### config.mk
export PLATFORM = sky130hd
export DESIGN_NAME = cmp_timer
export DESIGN_NICKNAME = d
export VERILOG_FILES = /design/src/rtl/tmr_pkg.sv /design/src/rtl/tmr_regs.sv /design/src/rtl/tmr_prescale.sv /design/src/rtl/tmr_count.sv /design/src/rtl/cmp_timer.sv
export SDC_FILE = /design/constraint.sdc
export NUM_CORES = 1
export LEC_CHECK = 0
export BUFFER_PORTS_ARGS = -buffer_cell sky130_fd_sc_hd__buf_2
export CELL_PAD_IN_SITES_DETAIL_PLACEMENT = 0
export CELL_PAD_IN_SITES_GLOBAL_PLACEMENT = 2
export CORE_AREA = 2 2 136 138
export CTS_BUF_LIST = sky130_fd_sc_hd__clkbuf_2
export DETAILED_ROUTE_END_ITERATION = 8
export DIE_AREA = 0 0 138 140
export PLACE_DENSITY = 0.93
export RECOVER_POWER = 100
export SLEW_MARGIN = 20
export SYNTH_ARGS = -nofsm -noshare
export SYNTH_HDL_FRONTEND = slang
export SYNTH_HIERARCHICAL = 1
export SYNTH_SLANG_ARGS = --single-unit
### constraint.sdc
create_clock -name clk -period 4.2 [get_ports clk]
set_input_delay 0.21 -clock clk [delete_from_list [all_inputs] [get_ports clk]]
set_output_delay 0.21 -clock clk [all_outputs]
set_load 0.01 [all_outputs]
### src/rtl/tmr_pkg.sv
package tmr_pkg;

   // register byte offsets
   localparam int unsigned OFS_CTRL = 'h00;
   localparam int unsigned OFS_PSC  = 'h04;
   localparam int unsigned OFS_CMP  = 'h08;
   localparam int unsigned OFS_CAP  = 'h0C;
   localparam int unsigned OFS_CNT  = 'h10;
   localparam int unsigned OFS_STAT = 'h14;

   // control bit positions
   localparam int unsigned CB_EN   = 0;
   localparam int unsigned CB_SRC  = 1;
   localparam int unsigned CB_CIE  = 4;
   localparam int unsigned CB_FREE = 8;
   localparam int unsigned CB_SRST = 15;

   // tick source codes
   localparam logic [2:0] SRC_OFF  = 3'd0;
   localparam logic [2:0] SRC_FAST = 3'd1;
   localparam logic [2:0] SRC_EXT  = 3'd3;
   localparam logic [2:0] SRC_SLOW = 3'd4;

   typedef struct packed {
      logic       free;
      logic       cie;
      logic [2:0] src;
      logic       en;
   } ctrl_t;

   localparam ctrl_t CTRL_DEFAULT = '{free: 1'b0, cie: 1'b0, src: SRC_OFF, en: 1'b0};

endpackage

### src/rtl/tmr_regs.sv
module tmr_regs
   import tmr_pkg::*;
#(
   parameter int unsigned ADDR_W   = 5,
   parameter int unsigned DATA_W   = 32,
   parameter int unsigned PSC_W    = 12,
   parameter int unsigned CNT_W    = 32,
   parameter int unsigned SRST_CYC = 4
) (
   input  logic              clk,
   input  logic              rst_n,
   input  logic              bus_sel,
   input  logic              bus_wr,
   input  logic [ADDR_W-1:0] bus_addr,
   input  logic [DATA_W-1:0] bus_wdata,
   output ctrl_t             ctrl,
   output logic [PSC_W-1:0]  psc,
   output logic [CNT_W-1:0]  cmp,
   output logic              psc_wr,
   output logic              stat_clr,
   output logic              srst,
   output logic              busy
);

   localparam int unsigned BUSY_W = $clog2(SRST_CYC + 1);

   generate
      if (SRST_CYC < 1) begin : g_bad_srst
         $error("SRST_CYC must be at least 1");
      end
      if (PSC_W > DATA_W) begin : g_bad_psc
         $error("PSC_W must not exceed DATA_W");
      end
   endgenerate

   logic [BUSY_W-1:0] busy_cnt;
   logic              wr_ok;
   logic              hit_ctrl, hit_psc, hit_cmp, hit_stat;

   assign busy     = (busy_cnt != '0);
   assign wr_ok    = bus_sel && bus_wr && !busy;
   assign hit_ctrl = (bus_addr == ADDR_W'(OFS_CTRL));
   assign hit_psc  = (bus_addr == ADDR_W'(OFS_PSC));
   assign hit_cmp  = (bus_addr == ADDR_W'(OFS_CMP));
   assign hit_stat = (bus_addr == ADDR_W'(OFS_STAT));

   assign srst     = wr_ok && hit_ctrl && bus_wdata[CB_SRST];
   assign psc_wr   = wr_ok && hit_psc;
   assign stat_clr = wr_ok && hit_stat && bus_wdata[0];

   always_ff @(posedge clk or negedge rst_n) begin
      if (!rst_n) begin
         ctrl     <= CTRL_DEFAULT;
         psc      <= '0;
         cmp      <= '1;
         busy_cnt <= '0;
      end else if (srst) begin
         ctrl     <= CTRL_DEFAULT;
         psc      <= '0;
         cmp      <= '1;
         busy_cnt <= BUSY_W'(SRST_CYC);
      end else begin
         if (busy) begin
            busy_cnt <= busy_cnt - BUSY_W'(1);
         end
         if (wr_ok && hit_ctrl) begin
            ctrl <= '{free: bus_wdata[CB_FREE],
                      cie:  bus_wdata[CB_CIE],
                      src:  bus_wdata[CB_SRC +: 3],
                      en:   bus_wdata[CB_EN]};
         end
         if (psc_wr) begin
            psc <= bus_wdata[PSC_W-1:0];
         end
         if (wr_ok && hit_cmp) begin
            cmp <= bus_wdata[CNT_W-1:0];
         end
      end
   end

   // the busy countdown never exceeds its start value and only steps down
   p_busy_bound_r11: assert property (@(posedge clk) disable iff (!rst_n)
      busy_cnt <= BUSY_W'(SRST_CYC));
   p_busy_step_r11: assert property (@(posedge clk) disable iff (!rst_n)
      (busy && !srst) |=> (busy_cnt == $past(busy_cnt) - BUSY_W'(1)));
   // while busy, every register stays at its default
   p_busy_hold_r12: assert property (@(posedge clk) disable iff (!rst_n)
      busy |-> (ctrl == CTRL_DEFAULT && psc == '0 && cmp == '1));

endmodule

### src/rtl/tmr_prescale.sv
module tmr_prescale
   import tmr_pkg::*;
#(
   parameter int unsigned PSC_W = 12
) (
   input  logic             clk,
   input  logic             rst_n,
   input  logic             clr,
   input  logic             en,
   input  logic [2:0]       src,
   input  logic             tick_fast,
   input  logic             tick_ext,
   input  logic             tick_slow,
   input  logic [PSC_W-1:0] psc,
   output logic             step
);

   generate
      if (PSC_W < 1) begin : g_bad_w
         $error("PSC_W must be at least 1");
      end
   endgenerate

   logic [PSC_W-1:0] pcnt;
   logic             src_tick;
   logic             pre_tick;

   always_comb begin
      case (src)
         SRC_FAST: src_tick = tick_fast;
         SRC_EXT:  src_tick = tick_ext;
         SRC_SLOW: src_tick = tick_slow;
         default:  src_tick = 1'b0;
      endcase
   end

   assign pre_tick = en && src_tick;
   assign step     = pre_tick && (pcnt == psc);

   always_ff @(posedge clk or negedge rst_n) begin
      if (!rst_n) begin
         pcnt <= '0;
      end else if (clr) begin
         pcnt <= '0;
      end else if (pre_tick) begin
         pcnt <= step ? '0 : pcnt + PSC_W'(1);
      end
   end

   // the divide count stays within the programmed ratio
   p_pcnt_bound_r3: assert property (@(posedge clk) disable iff (!rst_n)
      pcnt <= psc);
   // no source pulse, no step
   p_no_src_r2: assert property (@(posedge clk) disable iff (!rst_n)
      !pre_tick |-> !step);

endmodule

### src/rtl/tmr_count.sv
module tmr_count #(
   parameter int unsigned CNT_W = 32
) (
   input  logic             clk,
   input  logic             rst_n,
   input  logic             clr,
   input  logic             step,
   input  logic             free,
   input  logic [CNT_W-1:0] cmp,
   input  logic             stat_clr,
   output logic [CNT_W-1:0] cnt,
   output logic             stat
);

   generate
      if (CNT_W < 2) begin : g_bad_w
         $error("CNT_W must be at least 2");
      end
   endgenerate

   logic [CNT_W-1:0] nxt;
   logic             at_cmp;
   logic             hit;

   assign at_cmp = (cnt == cmp);
   assign nxt    = (!free && at_cmp) ? '0 : cnt + CNT_W'(1);
   assign hit    = step && (nxt == cmp);

   always_ff @(posedge clk or negedge rst_n) begin
      if (!rst_n) begin
         cnt <= '0;
      end else if (clr) begin
         cnt <= '0;
      end else if (step) begin
         cnt <= nxt;
      end
   end

   // set has priority over the write-one clear
   always_ff @(posedge clk or negedge rst_n) begin
      if (!rst_n) begin
         stat <= 1'b0;
      end else if (clr) begin
         stat <= 1'b0;
      end else if (hit) begin
         stat <= 1'b1;
      end else if (stat_clr) begin
         stat <= 1'b0;
      end
   end

   // free-running steps add exactly one, wrapping at the top
   p_free_inc_r5: assert property (@(posedge clk) disable iff (!rst_n)
      (step && free && !clr) |=> (cnt == $past(cnt) + CNT_W'(1)));
   // restart mode reloads zero after a match
   p_restart_r6: assert property (@(posedge clk) disable iff (!rst_n)
      (step && !free && !clr && cnt == cmp) |=> (cnt == '0));
   // the counter holds between steps
   p_hold_r3: assert property (@(posedge clk) disable iff (!rst_n)
      (!step && !clr) |=> $stable(cnt));
   // the flag can only rise together with a counter step
   p_stat_step_r7: assert property (@(posedge clk) disable iff (!rst_n)
      !step |=> !$rose(stat));

endmodule

### src/rtl/cmp_timer.sv
module cmp_timer
   import tmr_pkg::*;
#(
   parameter int unsigned ADDR_W   = 5,
   parameter int unsigned DATA_W   = 32,
   parameter int unsigned PSC_W    = 12,
   parameter int unsigned CNT_W    = 32,
   parameter int unsigned SRST_CYC = 4
) (
   input  logic              clk,
   input  logic              rst_n,
   input  logic              bus_sel,
   input  logic              bus_wr,
   input  logic [ADDR_W-1:0] bus_addr,
   input  logic [DATA_W-1:0] bus_wdata,
   output logic [DATA_W-1:0] bus_rdata,
   input  logic              tick_fast,
   input  logic              tick_ext,
   input  logic              tick_slow,
   output logic              irq
);

   generate
      if (DATA_W < 16) begin : g_bad_data
         $error("DATA_W must hold the control register");
      end
      if (CNT_W > DATA_W) begin : g_bad_cnt
         $error("CNT_W must not exceed DATA_W");
      end
      if (ADDR_W < 5) begin : g_bad_addr
         $error("ADDR_W must reach the status offset");
      end
   endgenerate

   ctrl_t             ctrl;
   logic [PSC_W-1:0]  psc;
   logic [CNT_W-1:0]  cmp;
   logic [CNT_W-1:0]  cnt;
   logic              psc_wr, stat_clr, srst, busy;
   logic              step, stat;
   logic [DATA_W-1:0] ctrl_rd;

   tmr_regs #(
      .ADDR_W(ADDR_W), .DATA_W(DATA_W), .PSC_W(PSC_W),
      .CNT_W(CNT_W), .SRST_CYC(SRST_CYC)
   ) u_regs (
      .clk(clk), .rst_n(rst_n),
      .bus_sel(bus_sel), .bus_wr(bus_wr),
      .bus_addr(bus_addr), .bus_wdata(bus_wdata),
      .ctrl(ctrl), .psc(psc), .cmp(cmp),
      .psc_wr(psc_wr), .stat_clr(stat_clr),
      .srst(srst), .busy(busy)
   );

   tmr_prescale #(.PSC_W(PSC_W)) u_pre (
      .clk(clk), .rst_n(rst_n),
      .clr(srst || psc_wr),
      .en(ctrl.en), .src(ctrl.src),
      .tick_fast(tick_fast), .tick_ext(tick_ext), .tick_slow(tick_slow),
      .psc(psc), .step(step)
   );

   tmr_count #(.CNT_W(CNT_W)) u_cnt (
      .clk(clk), .rst_n(rst_n),
      .clr(srst), .step(step), .free(ctrl.free),
      .cmp(cmp), .stat_clr(stat_clr),
      .cnt(cnt), .stat(stat)
   );

   always_comb begin
      ctrl_rd              = '0;
      ctrl_rd[CB_EN]       = ctrl.en;
      ctrl_rd[CB_SRC +: 3] = ctrl.src;
      ctrl_rd[CB_CIE]      = ctrl.cie;
      ctrl_rd[CB_FREE]     = ctrl.free;
      ctrl_rd[CB_SRST]     = busy;
   end

   always_comb begin
      case (bus_addr)
         ADDR_W'(OFS_CTRL): bus_rdata = ctrl_rd;
         ADDR_W'(OFS_PSC):  bus_rdata = DATA_W'(psc);
         ADDR_W'(OFS_CMP):  bus_rdata = DATA_W'(cmp);
         ADDR_W'(OFS_CAP):  bus_rdata = '0;
         ADDR_W'(OFS_CNT):  bus_rdata = DATA_W'(cnt);
         ADDR_W'(OFS_STAT): bus_rdata = DATA_W'(stat);
         default:           bus_rdata = '0;
      endcase
   end

   assign irq = ctrl.cie && stat;

endmodule

==> out/metrics.cfg <==
[critical_path]
crit_type = reg -> reg
reg2reg_depth = 11
rrSetupSlack_ps = 670
critPathLaunchType = flop
reg2reg_to = u_cnt/cnt[10]$_DFFE_PN0P_
worstPathMaxFanout = 16
end_kind = flop
cp.required_ps = 4750
r2r_start = u_regs/ctrl[2]$_DFFE_PN0P_
arrival_ps = 4090

[yosys]
synth-edff-count = 0
synth-main-ff-cell = dfrtp_1
ys_seq_area_frac = 0.337
ys_async_sr_fraction = 1.00
yosysWarnings = 6
yosys.area.top_type = dfrtp_1
synthesis.area_mm2 = 0.00740
avgSynthCellArea_um2 = 9.41
ys_types = 78
synth_top_area_frac = 0.223
synth_seq_cells = 98
synthTopCellsByArea = dfrtp_1 (22%), dfstp_2 (11%), mux2_4 (6.1%), xor2_1 (5.7%), a22o_1 (4.1%)
syn-num-nets = 835
netlist_instances = 787

[sta]
relSlewSlack = -0.981
report.final.hold_viol_count = 0
slew_viol_final = 130
clock_skew_ps = 48.3
setup_tns_ps = 0
period_needed_ps = 3530
rsz0062_at_grt = false
postLayoutSetupSlackWorst_ps = 665
setup_viol = 0
worstMarginPinSlew_ps = 2970
max_freq_mhz = 283
finalCritPeriodShare = 0.842

[placed_design]
placed_cell_area_mm2 = 0.00780
post-place-cells = 1045
globalplace.congestion = 0.882
io_buffers = 76
place_hpwl_um = 16300
post-place-ws_ps = 982

[power_and_ir_drop]
cellLeakagePower_nw = 3.49
ir_drop_uv = 231
p_per_area_mw_per_mm2 = 284

[global_route]
grt_pass1_vias = 6328
gr-total-overflow = 0
grt_max_degree = 52
antenna_found_initial = 1
grt_use_total = 0.239
grt_pass1_wl_um = 36700

[clock_tree]
postCtsSetupRepairBufs = 0
insertion_delay_ps = 660
htree_levels = 3
cts_sinks = 98
cts_root_buf = clkbuf_2
cts_buffers = 9
clockBufferDepth = 2
cts.clk_slew.worst_paths_ps = 310
cts_tree = done

[status]
violations = max-capacitance violations, max-slew violations
status = finished with violations

[layout]
finalInstanceArea_mm2 = 0.00806
fillerInstances = 1825
drive_above_1_share = 0.161
area_delta_synth_final_pct = 8.87
seq_area_mm2 = 0.00249
num-nets-final = 908
finalNonFillerCells = 1095
multi_input_area_mm2 = 0.00436

[min_path]
hold_path_end = u_regs/busy_cnt[0]$_DFFE_PN0P_
hold_class = in -> reg
whs_path_depth = 4
hold_start = bus_sel

[detailed_routing]
vias_per_cell = 5.98
vias = 6550
final_antenna_net_count = 0
drtPass1Iterations = 7
drc = 0
finalWirelength_um = 23400
drtIter0Drc = 622
routedWlPerCell_um = 21.4

[floorplanning]
core_area_mm2 = 0.0178
die-area_mm2 = 0.0193
rows = 49
start_util = 0.416
die_w_um = 138
ios = 77
die_h_um = 140

[flow_run]
max_cap_viol_count = 4

==> cell type report <==
class	instances	area share
repair buffers	122	0.0966
clock inverters	6	0.00605
diodes	1	0.000311
multi-input cells	618	0.541
well taps	229	0.0356
clock buffers	10	0.00621
inverters	11	0.00512
flip-flops and latches	98	0.309
==> worst max-delay path, stage by stage (launching register included) <==
cell	delay (ps)
dfrtp_1	490
nor4bb_1	470
o31ai_2	110
buf_4	200
nor2_1	110
buf_4	250
clkbuf_1	420
inv_1	110
nor2_1	620
buf_4	380
nand3b_1	100
a21oi_1	160
==> cells in the mapped netlist (3+ instances only) <==
library cell and count:
dfrtp_1 66, nor2_1 61, nand2_1 54, xor2_1 48
a22o_1 35, a21oi_1 34, nand2b_1 34, dfstp_2 32
mux2_4 30, nand3_1 27, xnor2_1 27, clkbuf_1 26
o21ai_0 24, nand3b_1 21, nor3_1 19, nor4_1 19
a221o_1 15, and3_1 15, a22oi_1 14, buf_2 13
nand4_1 13, nor2b_1 12, buf_4 11, inv_1 11
mux2_2 11, a31oi_1 9, o22ai_1 8, a21o_1 6
and2_1 6, buf_6 6, or4_1 5, and4_1 4
ha_1 4, and4b_1 3, buf_12 3, mux2i_1 3
nand4b_1 3, nor4_2 3, o211ai_1 3, o22a_1 3
==> stage by stage <==
| step | hold WS, ps | utilization | power [mW] |
|---|---|---|---|
| floorplan | -85.6 | - | 1.65 |
| global placement | 291 | 0.439 | 1.86 |
| detailed placement | 302 | 0.439 | 1.87 |
| CTS | 48.4 | 0.463 | 2.35 |
| global route | 149 | 0.453 | 2.41 |
| finish | 198 | 0.453 | 2.29 |
==> what timing repair did <==
item,4_1_cts,5_1_grt
endpoints found under the hold margin,103,0
hold buffers,33,0
setup endpoints to repair,0,0
resized for setup,0,0
==> cell usage in the layout, fill, tap and decap left out, drive strengths merged, types with 5 or more instances in the layout <==
cell type    netlist  layout
dlygate4sd3        0      33
a21oi             35      35
and4               5       5
nand3             29      29
xor2              48      48
a22o              35      35
o21ai             25      25
or4                6       6
nor2              62      62
nand2             55      55
nand2b            35      35
and2               6       6
nor3              22      22
nand3b            21      21
xnor2             27      27
a221o             15      15
a31oi              9       9
nor2b             13      13
nand4             16      16
nor4              23      23
clkbuf            26      40
dfstp             32      32
dfrtp             66      66
o22ai              8       8
a22oi             14      14
and3              17      17
a21o               6       6
buf               34      59
inv               11      14
mux2              41      41
==> layer usage <==
metal  vias up  share of wire  track usage
li1       3021              -            -
met5         -              0            0
met4         0          0.027       0.0929
met2       263           0.45        0.366
met3        41          0.066       0.0335
met1      3225           0.46        0.344
==> flip-flops by register name (all words and copies together), names as in the netlist <==
| signal | flops |
|---|---|
| u_cnt/cnt | 32 |
| u_regs/cmp | 32 |
| u_regs/busy_cnt | 3 |
| u_regs/ctrl | 6 |
| u_cnt/stat | 1 |
| u_pre/pcnt | 12 |
| u_regs/psc | 12 |
==> how the worst max path moves through the flow <==
stage	startpoint	to	slack, ps	depth (start not counted)
2_1_floorplan	u_pre/pcnt[5]$_DFFE_PN0P_	u_cnt/stat$_DFFE_PN0P_	1350	15
3_3_place_gp	u_regs/ctrl[2]$_DFFE_PN0P_	u_cnt/stat$_DFFE_PN0P_	1070	14
3_5_place_dp	u_cnt/cnt[0]$_DFFE_PN0P_	u_cnt/stat$_DFFE_PN0P_	980	10
4_1_cts	u_regs/ctrl[2]$_DFFE_PN0P_	u_cnt/stat$_DFFE_PN0P_	910	14
5_1_grt	u_regs/ctrl[2]$_DFFE_PN0P_	u_cnt/cnt[15]$_DFFE_PN0P_	400	11
6_report	u_regs/ctrl[2]$_DFFE_PN0P_	u_cnt/cnt[10]$_DFFE_PN0P_	670	11
==> kinds of logic (layout without fill, tap and decap cells) <==
group | count (synthesis) | count (layout) | synth area share
fa+ha+maj | 4 | 4 | 0.00676
compound gates | 163 | 163 | 0.157
simple gates | 331 | 331 | 0.268
mux | 44 | 44 | 0.0816
buf+inv | 71 | 149 | 0.0580
xor+xnor | 76 | 76 | 0.0918
other cells | 0 | 1 | 0
flops | 98 | 98 | 0.337
==> power by group <==
group	internal (mW)	switching, mW	leakage (nW)	total, mW
clock	0.0880	0.371	0.0609	0.459
sequential	1.10	0.193	1.20	1.29
combinational	0.274	0.268	2.23	0.542
total	1.46	0.832	3.49	2.29
No activity file was read; power rests on OpenSTA's default activity.
